[config.mk]
export PLATFORM = sky130hd
export DESIGN_NAME = owm_master
export DESIGN_NICKNAME = d
export VERILOG_FILES = /design/src/rtl/owm_pkg.sv /design/src/rtl/owm_tick_gen.sv /design/src/rtl/owm_slot_engine.sv /design/src/rtl/owm_master.sv
export SDC_FILE = /design/constraint.sdc
export NUM_CORES = 1
export LEC_CHECK = 0
export CAP_MARGIN = 20
export CORE_MARGIN = 1
export CORE_UTILIZATION = 28
export CTS_CLUSTER_DIAMETER = 80
export DETAILED_ROUTE_END_ITERATION = 10
export HOLD_SLACK_MARGIN = 0.1
export PLACE_DENSITY_LB_ADDON = 0.12
export SETUP_SLACK_MARGIN = 0.15
export SLEW_MARGIN = 20
export SYNTH_ARGS = -nofsm -noshare
export SYNTH_HDL_FRONTEND = slang
export SYNTH_SLANG_ARGS = --single-unit
[constraint.sdc]
create_clock -name clk_i -period 3 [get_ports clk_i]
set_clock_uncertainty 0.2 [all_clocks]
set_input_delay 0.9 -clock clk_i [delete_from_list [all_inputs] [get_ports clk_i]]
set_output_delay 0.9 -clock clk_i [all_outputs]
set_load 0.005 [all_outputs]
[src/rtl/owm_pkg.sv]
package owm_pkg;
  typedef enum logic [1:0] {
    SLOT_IDLE = 2'd0,
    SLOT_RST  = 2'd1,
    SLOT_BIT  = 2'd2
  } slot_kind_e;

  localparam logic [2:0] ADDR_CMD  = 3'd0;
  localparam logic [2:0] ADDR_CTRL = 3'd1;
  localparam logic [2:0] ADDR_DIV  = 3'd2;
  localparam logic [2:0] ADDR_DATA = 3'd3;
  localparam logic [2:0] ADDR_STAT = 3'd4;

  localparam int CMD_RST_BIT   = 0;
  localparam int CMD_FORCE_BIT = 2;
  localparam int CTRL_FEN_BIT  = 2;
endpackage

[src/rtl/owm_tick_gen.sv]
module owm_tick_gen #(
  parameter int DIV_W = 8
) (
  input  logic             clk_i,
  input  logic             rst_ni,
  input  logic [DIV_W-1:0] div_i,
  output logic             tick_o
);
  logic [DIV_W-1:0] cnt_q;
  logic [DIV_W-1:0] lim;

  assign lim    = (div_i == '0) ? '0 : div_i - 1'b1;
  assign tick_o = (cnt_q >= lim);

  always_ff @(posedge clk_i or negedge rst_ni) begin
    if (!rst_ni)     cnt_q <= '0;
    else if (tick_o) cnt_q <= '0;
    else             cnt_q <= cnt_q + 1'b1;
  end

  // with a divisor above one, ticks never come back to back
  p_tick_gap_r1: assert property (@(posedge clk_i) disable iff (!rst_ni)
    (tick_o && div_i > 1) |=> (!tick_o || div_i != $past(div_i)));
endmodule

[src/rtl/owm_slot_engine.sv]
module owm_slot_engine
  import owm_pkg::*;
#(
  parameter int RST_LOW    = 480,
  parameter int RST_WAIT   = 70,
  parameter int RST_TAIL   = 410,
  parameter int W1_LOW     = 6,
  parameter int W0_LOW     = 60,
  parameter int SLOT_TICKS = 70,
  parameter int RD_SMP     = 15
) (
  input  logic       clk_i,
  input  logic       rst_ni,
  input  logic       tick_i,
  input  logic       start_rst_i,
  input  logic       start_byte_i,
  input  logic [7:0] tx_i,
  input  logic       line_i,
  output logic       busy_o,
  output logic       pd_o,
  output logic [7:0] rx_o,
  output logic       presence_o,
  output logic       nopres_o,
  output logic       rst_done_o
);
  localparam int RST_TOTAL = RST_LOW + RST_WAIT + RST_TAIL;
  localparam int TW        = $clog2(RST_TOTAL + 1);

  localparam logic [TW-1:0] C_RST_LOW = TW'(RST_LOW);
  localparam logic [TW-1:0] C_RST_SMP = TW'(RST_LOW + RST_WAIT);
  localparam logic [TW-1:0] C_RST_TOT = TW'(RST_TOTAL);
  localparam logic [TW-1:0] C_W1_LOW  = TW'(W1_LOW);
  localparam logic [TW-1:0] C_W0_LOW  = TW'(W0_LOW);
  localparam logic [TW-1:0] C_SLOT    = TW'(SLOT_TICKS);
  localparam logic [TW-1:0] C_RD_SMP  = TW'(RD_SMP);

  slot_kind_e    kind_q;
  logic [TW-1:0] tcnt_q;
  logic [TW-1:0] tnext;
  logic [TW-1:0] cur_low;
  logic [TW-1:0] cur_smp;
  logic [TW-1:0] cur_tot;
  logic [2:0]    bit_q;
  logic [7:0]    tx_q;
  logic [7:0]    rx_q;
  logic          pres_q;
  logic          nopres_q;
  logic          done_q;
  logic          is_rst;

  assign is_rst  = (kind_q == SLOT_RST);
  assign cur_low = is_rst ? C_RST_LOW : (tx_q[0] ? C_W1_LOW : C_W0_LOW);
  assign cur_smp = is_rst ? C_RST_SMP : C_RD_SMP;
  assign cur_tot = is_rst ? C_RST_TOT : C_SLOT;
  assign tnext   = tcnt_q + 1'b1;

  assign busy_o     = (kind_q != SLOT_IDLE);
  assign pd_o       = busy_o && (tcnt_q < cur_low);
  assign rx_o       = rx_q;
  assign presence_o = pres_q;
  assign nopres_o   = nopres_q;
  assign rst_done_o = done_q;

  always_ff @(posedge clk_i or negedge rst_ni) begin
    if (!rst_ni) begin
      kind_q   <= SLOT_IDLE;
      tcnt_q   <= '0;
      bit_q    <= '0;
      tx_q     <= '0;
      rx_q     <= '0;
      pres_q   <= 1'b0;
      nopres_q <= 1'b0;
      done_q   <= 1'b0;
    end else if (start_rst_i) begin
      kind_q   <= SLOT_RST;
      tcnt_q   <= '0;
      pres_q   <= 1'b0;
      nopres_q <= 1'b0;
    end else if (start_byte_i) begin
      kind_q <= SLOT_BIT;
      tcnt_q <= '0;
      bit_q  <= '0;
      tx_q   <= tx_i;
    end else if (busy_o && tick_i) begin
      tcnt_q <= tnext;
      if (tnext == cur_smp) begin
        if (is_rst) begin
          pres_q   <= !line_i;
          nopres_q <= line_i;
        end else begin
          rx_q <= {line_i, rx_q[7:1]};
        end
      end
      if (tnext == cur_tot) begin
        tcnt_q <= '0;
        if (is_rst) begin
          kind_q <= SLOT_IDLE;
          done_q <= 1'b1;
        end else if (bit_q == 3'd7) begin
          kind_q <= SLOT_IDLE;
        end else begin
          bit_q <= bit_q + 1'b1;
          tx_q  <= {1'b0, tx_q[7:1]};
        end
      end
    end
  end

  // the two presence outcomes exclude each other
  p_pres_excl_r3: assert property (@(posedge clk_i) disable iff (!rst_ni)
    !(pres_q && nopres_q));

  // starting a reset clears the previous outcome
  p_pres_clear_r3: assert property (@(posedge clk_i) disable iff (!rst_ni)
    start_rst_i |=> (!presence_o && !nopres_o));

  // a start is only accepted while idle
  p_start_idle_r7: assert property (@(posedge clk_i) disable iff (!rst_ni)
    (start_rst_i || start_byte_i) |-> !busy_o);

  // the busy flag drops right after the eighth slot ends
  p_byte_end_r5: assert property (@(posedge clk_i) disable iff (!rst_ni)
    (kind_q == SLOT_BIT && tick_i && tnext == cur_tot && bit_q == 3'd7
     && !start_rst_i && !start_byte_i) |=> !busy_o);
endmodule

[src/rtl/owm_master.sv]
module owm_master
  import owm_pkg::*;
#(
  parameter int DIV_W      = 8,
  parameter int DIV_INIT   = 50,
  parameter int RST_LOW    = 480,
  parameter int RST_WAIT   = 70,
  parameter int RST_TAIL   = 410,
  parameter int W1_LOW     = 6,
  parameter int W0_LOW     = 60,
  parameter int SLOT_TICKS = 70,
  parameter int RD_SMP     = 15
) (
  input  logic       clk_i,
  input  logic       rst_ni,
  input  logic       wr_en_i,
  input  logic [2:0] wr_addr_i,
  input  logic [7:0] wr_data_i,
  input  logic [2:0] rd_addr_i,
  output logic [7:0] rd_data_o,
  input  logic       line_i,
  output logic       line_pd_o
);
  logic [7:0]       cmd_q;
  logic [7:0]       ctrl_q;
  logic [DIV_W-1:0] div_q;
  logic             tick;
  logic             busy;
  logic             slot_pd;
  logic [7:0]       rx;
  logic             pres;
  logic             nopres;
  logic             rst_done;
  logic             cmd_wr;
  logic             data_wr;
  logic             start_rst;
  logic             start_byte;
  logic             force_on;

  assign cmd_wr     = wr_en_i && wr_addr_i == ADDR_CMD && !busy;
  assign data_wr    = wr_en_i && wr_addr_i == ADDR_DATA;
  assign start_rst  = cmd_wr && wr_data_i[CMD_RST_BIT];
  assign start_byte = data_wr && !busy && rst_done;

  always_ff @(posedge clk_i or negedge rst_ni) begin
    if (!rst_ni) begin
      cmd_q  <= '0;
      ctrl_q <= '0;
      div_q  <= DIV_W'(DIV_INIT);
    end else if (wr_en_i) begin
      if (cmd_wr)                 cmd_q  <= wr_data_i;
      if (wr_addr_i == ADDR_CTRL) ctrl_q <= wr_data_i;
      if (wr_addr_i == ADDR_DIV)  div_q  <= wr_data_i[DIV_W-1:0];
    end
  end

  owm_tick_gen #(.DIV_W(DIV_W)) u_tick (
    .clk_i  (clk_i),
    .rst_ni (rst_ni),
    .div_i  (div_q),
    .tick_o (tick)
  );

  owm_slot_engine #(
    .RST_LOW    (RST_LOW),
    .RST_WAIT   (RST_WAIT),
    .RST_TAIL   (RST_TAIL),
    .W1_LOW     (W1_LOW),
    .W0_LOW     (W0_LOW),
    .SLOT_TICKS (SLOT_TICKS),
    .RD_SMP     (RD_SMP)
  ) u_engine (
    .clk_i        (clk_i),
    .rst_ni       (rst_ni),
    .tick_i       (tick),
    .start_rst_i  (start_rst),
    .start_byte_i (start_byte),
    .tx_i         (wr_data_i),
    .line_i       (line_i),
    .busy_o       (busy),
    .pd_o         (slot_pd),
    .rx_o         (rx),
    .presence_o   (pres),
    .nopres_o     (nopres),
    .rst_done_o   (rst_done)
  );

  // Override is gated by the enable so a stray command bit cannot hold the bus
  assign force_on  = ctrl_q[CTRL_FEN_BIT] && cmd_q[CMD_FORCE_BIT];
  assign line_pd_o = slot_pd || force_on;

  always_comb begin
    rd_data_o = '0;
    unique case (rd_addr_i)
      ADDR_CMD:  rd_data_o = cmd_q;
      ADDR_CTRL: rd_data_o = ctrl_q;
      ADDR_DIV:  rd_data_o = 8'(div_q);
      ADDR_DATA: rd_data_o = rx;
      ADDR_STAT: rd_data_o = {4'b0, rst_done, nopres, pres, busy};
      default:   rd_data_o = '0;
    endcase
  end

  // a data write before any completed reset leaves the block idle
  p_gate_r4: assert property (@(posedge clk_i) disable iff (!rst_ni)
    (data_wr && !rst_done && !busy && !start_rst) |=> !busy);

  // without the enable only the slot engine may pull the line
  p_force_off_r8: assert property (@(posedge clk_i) disable iff (!rst_ni)
    (!ctrl_q[CTRL_FEN_BIT] && !slot_pd) |-> !line_pd_o);
endmodule

==> results.sh <==
export IMPL_avgSynthCellArea_um2=10.2
export IMPL_start_kind="flip-flop"
export IMPL_clkTransAtPathRegs_ns=0.06
export IMPL_routabilityCongestion=0.873
export IMPL_setup_viol=29
export IMPL_setup_ws_ns=-0.267
export IMPL_grt_pass1_vias=3534
export IMPL_cp_end_kind="output pin"
export IMPL_final_cells=685
export IMPL_layout_nets=538
export IMPL_design_power_total_uw=4150
export IMPL_critPathKind="reg2out"
export IMPL_drc=0
export IMPL_place_hpwl_mm=8.34
export IMPL_clockRootBuffer="clkbuf_16"
export IMPL_grt_first_pass_wirelength_mm=19.0
export IMPL_first_pass_iters=6
export IMPL_wl_per_cell_um=17.4
export IMPL_final_util_pct=43.0
export IMPL_synthTopCellsByCount="dfrtp_1 (63), nor2_1 (35), nand2_1 (31), mux2_2 (30)"
export IMPL_routed_wl_mm=11.9
export IMPL_dpl_cell_count=642
export IMPL_rsz0062_at_grt="true"
export IMPL_ys_ff_latch=66
export IMPL_synth_async_reset_ratio_pct=100
export IMPL_start_util_pct=28.9
export IMPL_yosysWarnings=0
export IMPL_reg2reg_slack_ns=-0.13
export IMPL_tightest_slew_ns=0.474
export IMPL_synth_most_common_cell="dfrtp_1"
export IMPL_rows=43
export IMPL_finalHoldViolCount=0
export IMPL_drive_above_1_share_pct=44.0
export IMPL_syn_nets=433
export IMPL_power_density_nw_per_um2=690
export IMPL_cts_sinks=66
export IMPL_synthFlopType="dfrtp_1"
export IMPL_fin_area_um2=6020
export IMPL_ant_nets=0
export IMPL_irDropWorstVdd_v=0.000286
export IMPL_io_pin_count=27
export IMPL_io_buffers=26
export IMPL_outcome="finished, violations left"
export IMPL_antenna_cells=0
export IMPL_fp_coreArea_um2=14000
export IMPL_cap_violations=0
export IMPL_netlist_area_um2=4040
export IMPL_hp_class="reg2reg"
export IMPL_grt_usage_pct=17.0
export IMPL_ys_seq_area_share_pct=41.0
export IMPL_post_place_ws_ns=-0.737
export IMPL_grt_max_degree=67
export IMPL_drt_iter0_drc=120
export IMPL_die_y_um=122
export IMPL_min_period_over_period_pct=109
export IMPL_final_min_clock_period_ns=3.27
export IMPL_timing_fmax_mhz=306
export IMPL_netlist_instances=395
export IMPL_synth_cell_types=62
export IMPL_leakage_uw=0.00260
export IMPL_worst_skew_pair_late_latency_ns=0.34
export IMPL_place_area_um2=5020
export IMPL_synth_top_area_share_pct=39.0
export IMPL_crit_arrival_ns=2.17
export IMPL_cts_tree="built"
export IMPL_postCtsHoldBufs=0
export IMPL_synth_edff_count=0
export IMPL_cp_max_fo=5
export IMPL_h_tree_depth=3
export IMPL_crit_required_ns=1.90
export IMPL_dr_total_vias=3432
export IMPL_area_delta_synth_final_pct=48.9
export IMPL_yosys_area_top_type="dfrtp_1"
export IMPL_slew_headroom_pct=68.0
export IMPL_drv_slew=0
export IMPL_antenna_found_initial=0
export IMPL_via_per_inst=5.01
export IMPL_dieArea_um2=14900
export IMPL_die_w_um=122
export IMPL_cts_buffers=9
export IMPL_grt_overflow=0
export IMPL_clk_path_buf_depth=2
export IMPL_yosys_top_cells_area="dfrtp_1 (39%), mux2_2 (8.4%), ha_1 (6.2%)"
export IMPL_violations="negative setup slack"
## path summary, 6_finish.rpt
path | startpoint | to | depth (start not counted)
hold / removal | u_engine.bit_q[0]$_DFFE_PN0P_ | u_engine.bit_q[0]$_DFFE_PN0P_ | 1
setup / recovery | u_engine.kind_q[1]$_DFFE_PN0P_ | line_pd_o | 11
setup reg to reg | div_q[2]$_DFFE_PN0P_ | u_engine.rx_o[6]$_DFFE_PN0P_ | 15
min in group asynchronous | rst_ni | u_engine.tcnt_q[0]$_DFFE_PN0P_ | 2
hold reg to reg | u_engine.bit_q[0]$_DFFE_PN0P_ | u_engine.bit_q[0]$_DFFE_PN0P_ | 1
max in group asynchronous | rst_ni | div_q[5]$_DFFE_PN1P_ | 2
## where the power goes
group | internal [uW] | leakage [uW] | switching (uW)
Sequential | 1040 | 0.000801 | 140
Combinational | 876 | 0.00163 | 836
Clock | 836 | 0.000165 | 422
## flip-flops by register name, summed over array words and instances, names as in the netlist
register	flops
cmd_q	8
ctrl_q	8
div_q	8
u_engine.bit_q	3
u_engine.kind_q	2
u_engine.nopres_o	1
u_engine.presence_o	1
u_engine.rst_done_o	1
u_engine.rx_o	8
u_engine.tcnt_q	10
u_engine.tx_q	8
u_tick.cnt_q	8
## logic make-up after synthesis
kind of cell | after synthesis | synth area share [%]
AOI/OAI and AO/OA | 76 | 13.6
xor gates and xnor gates | 11 | 2.38
adders and majority gates | 20 | 6.19
buffers and inverters | 33 | 3.68
DFF | 66 | 41.0
muxes | 51 | 15.4
and+or+nand+nor | 138 | 17.8
## critical path, cell delays in order, from the launching register on
cell and delay, ns:
dfrtp_1 0.35, nand2b_4 0.17, nand2b_4 0.07, ha_4 0.26, nand2_2 0.04, a31oi_1 0.14, o211ai_1 0.12, a21boi_1 0.13
o21a_1 0.13, o21ai_1 0.06, a32o_1 0.24, buf_2 0.12
## metal layers
layer | track usage [%] | vias up | part of all wire [%]
met3 | 4.31 | 25 | 3.0
met4 | 6.63 | 0 | 2.3
met2 | 26.6 | 60 | 47
li1 | - | 1661 | -
met1 | 22.3 | 1686 | 48
met5 | 0 | - | 0
## area by class of cell
cell class / instances / area (um2)
Sequential cell: 66 / 1660
Tap cell: 180 / 225
Fill cell: 1373 / 7970
Clock inverter: 6 / 114
Inverter: 14 / 55.1
Timing Repair Buffer: 113 / 1080
Clock buffer: 10 / 239
Multi-Input combinational cell: 296 / 2650
## cells in the final DEF (no fill, tap or decap), drive strengths merged, types with 12 or more instances in the layout
master and n:
buf 96, dfrtp 63, nor2 36, nand2 31, mux2 30, o21ai 21, ha 20, nand3 16
mux2i 15, inv 14, clkdlybuf4s50 13, clkbuf 13, a21oi 12
## through the flow
step / TNS (ns) / hold WS (ns)
after global placement: -10.79 / 0.279
final: -1.76 / 0.298
after global routing: -7.13 / 0.327
after floorplan: -0.273 / 0.245
after detailed placement: -11.33 / 0.296
after CTS: -1.75 / 0.304
## timing repair
| item | 4_1_cts | 5_1_grt |
|---|---|---|
| gates resized for setup | 105 | 59 |
| cloned | 1 | 0 |
| setup endpoints to repair | 41 | 48 |
| pin swaps | 21 | 22 |
| setup buffers | 17 | 9 |
Note: power is estimated with default switching activity, not from simulation.
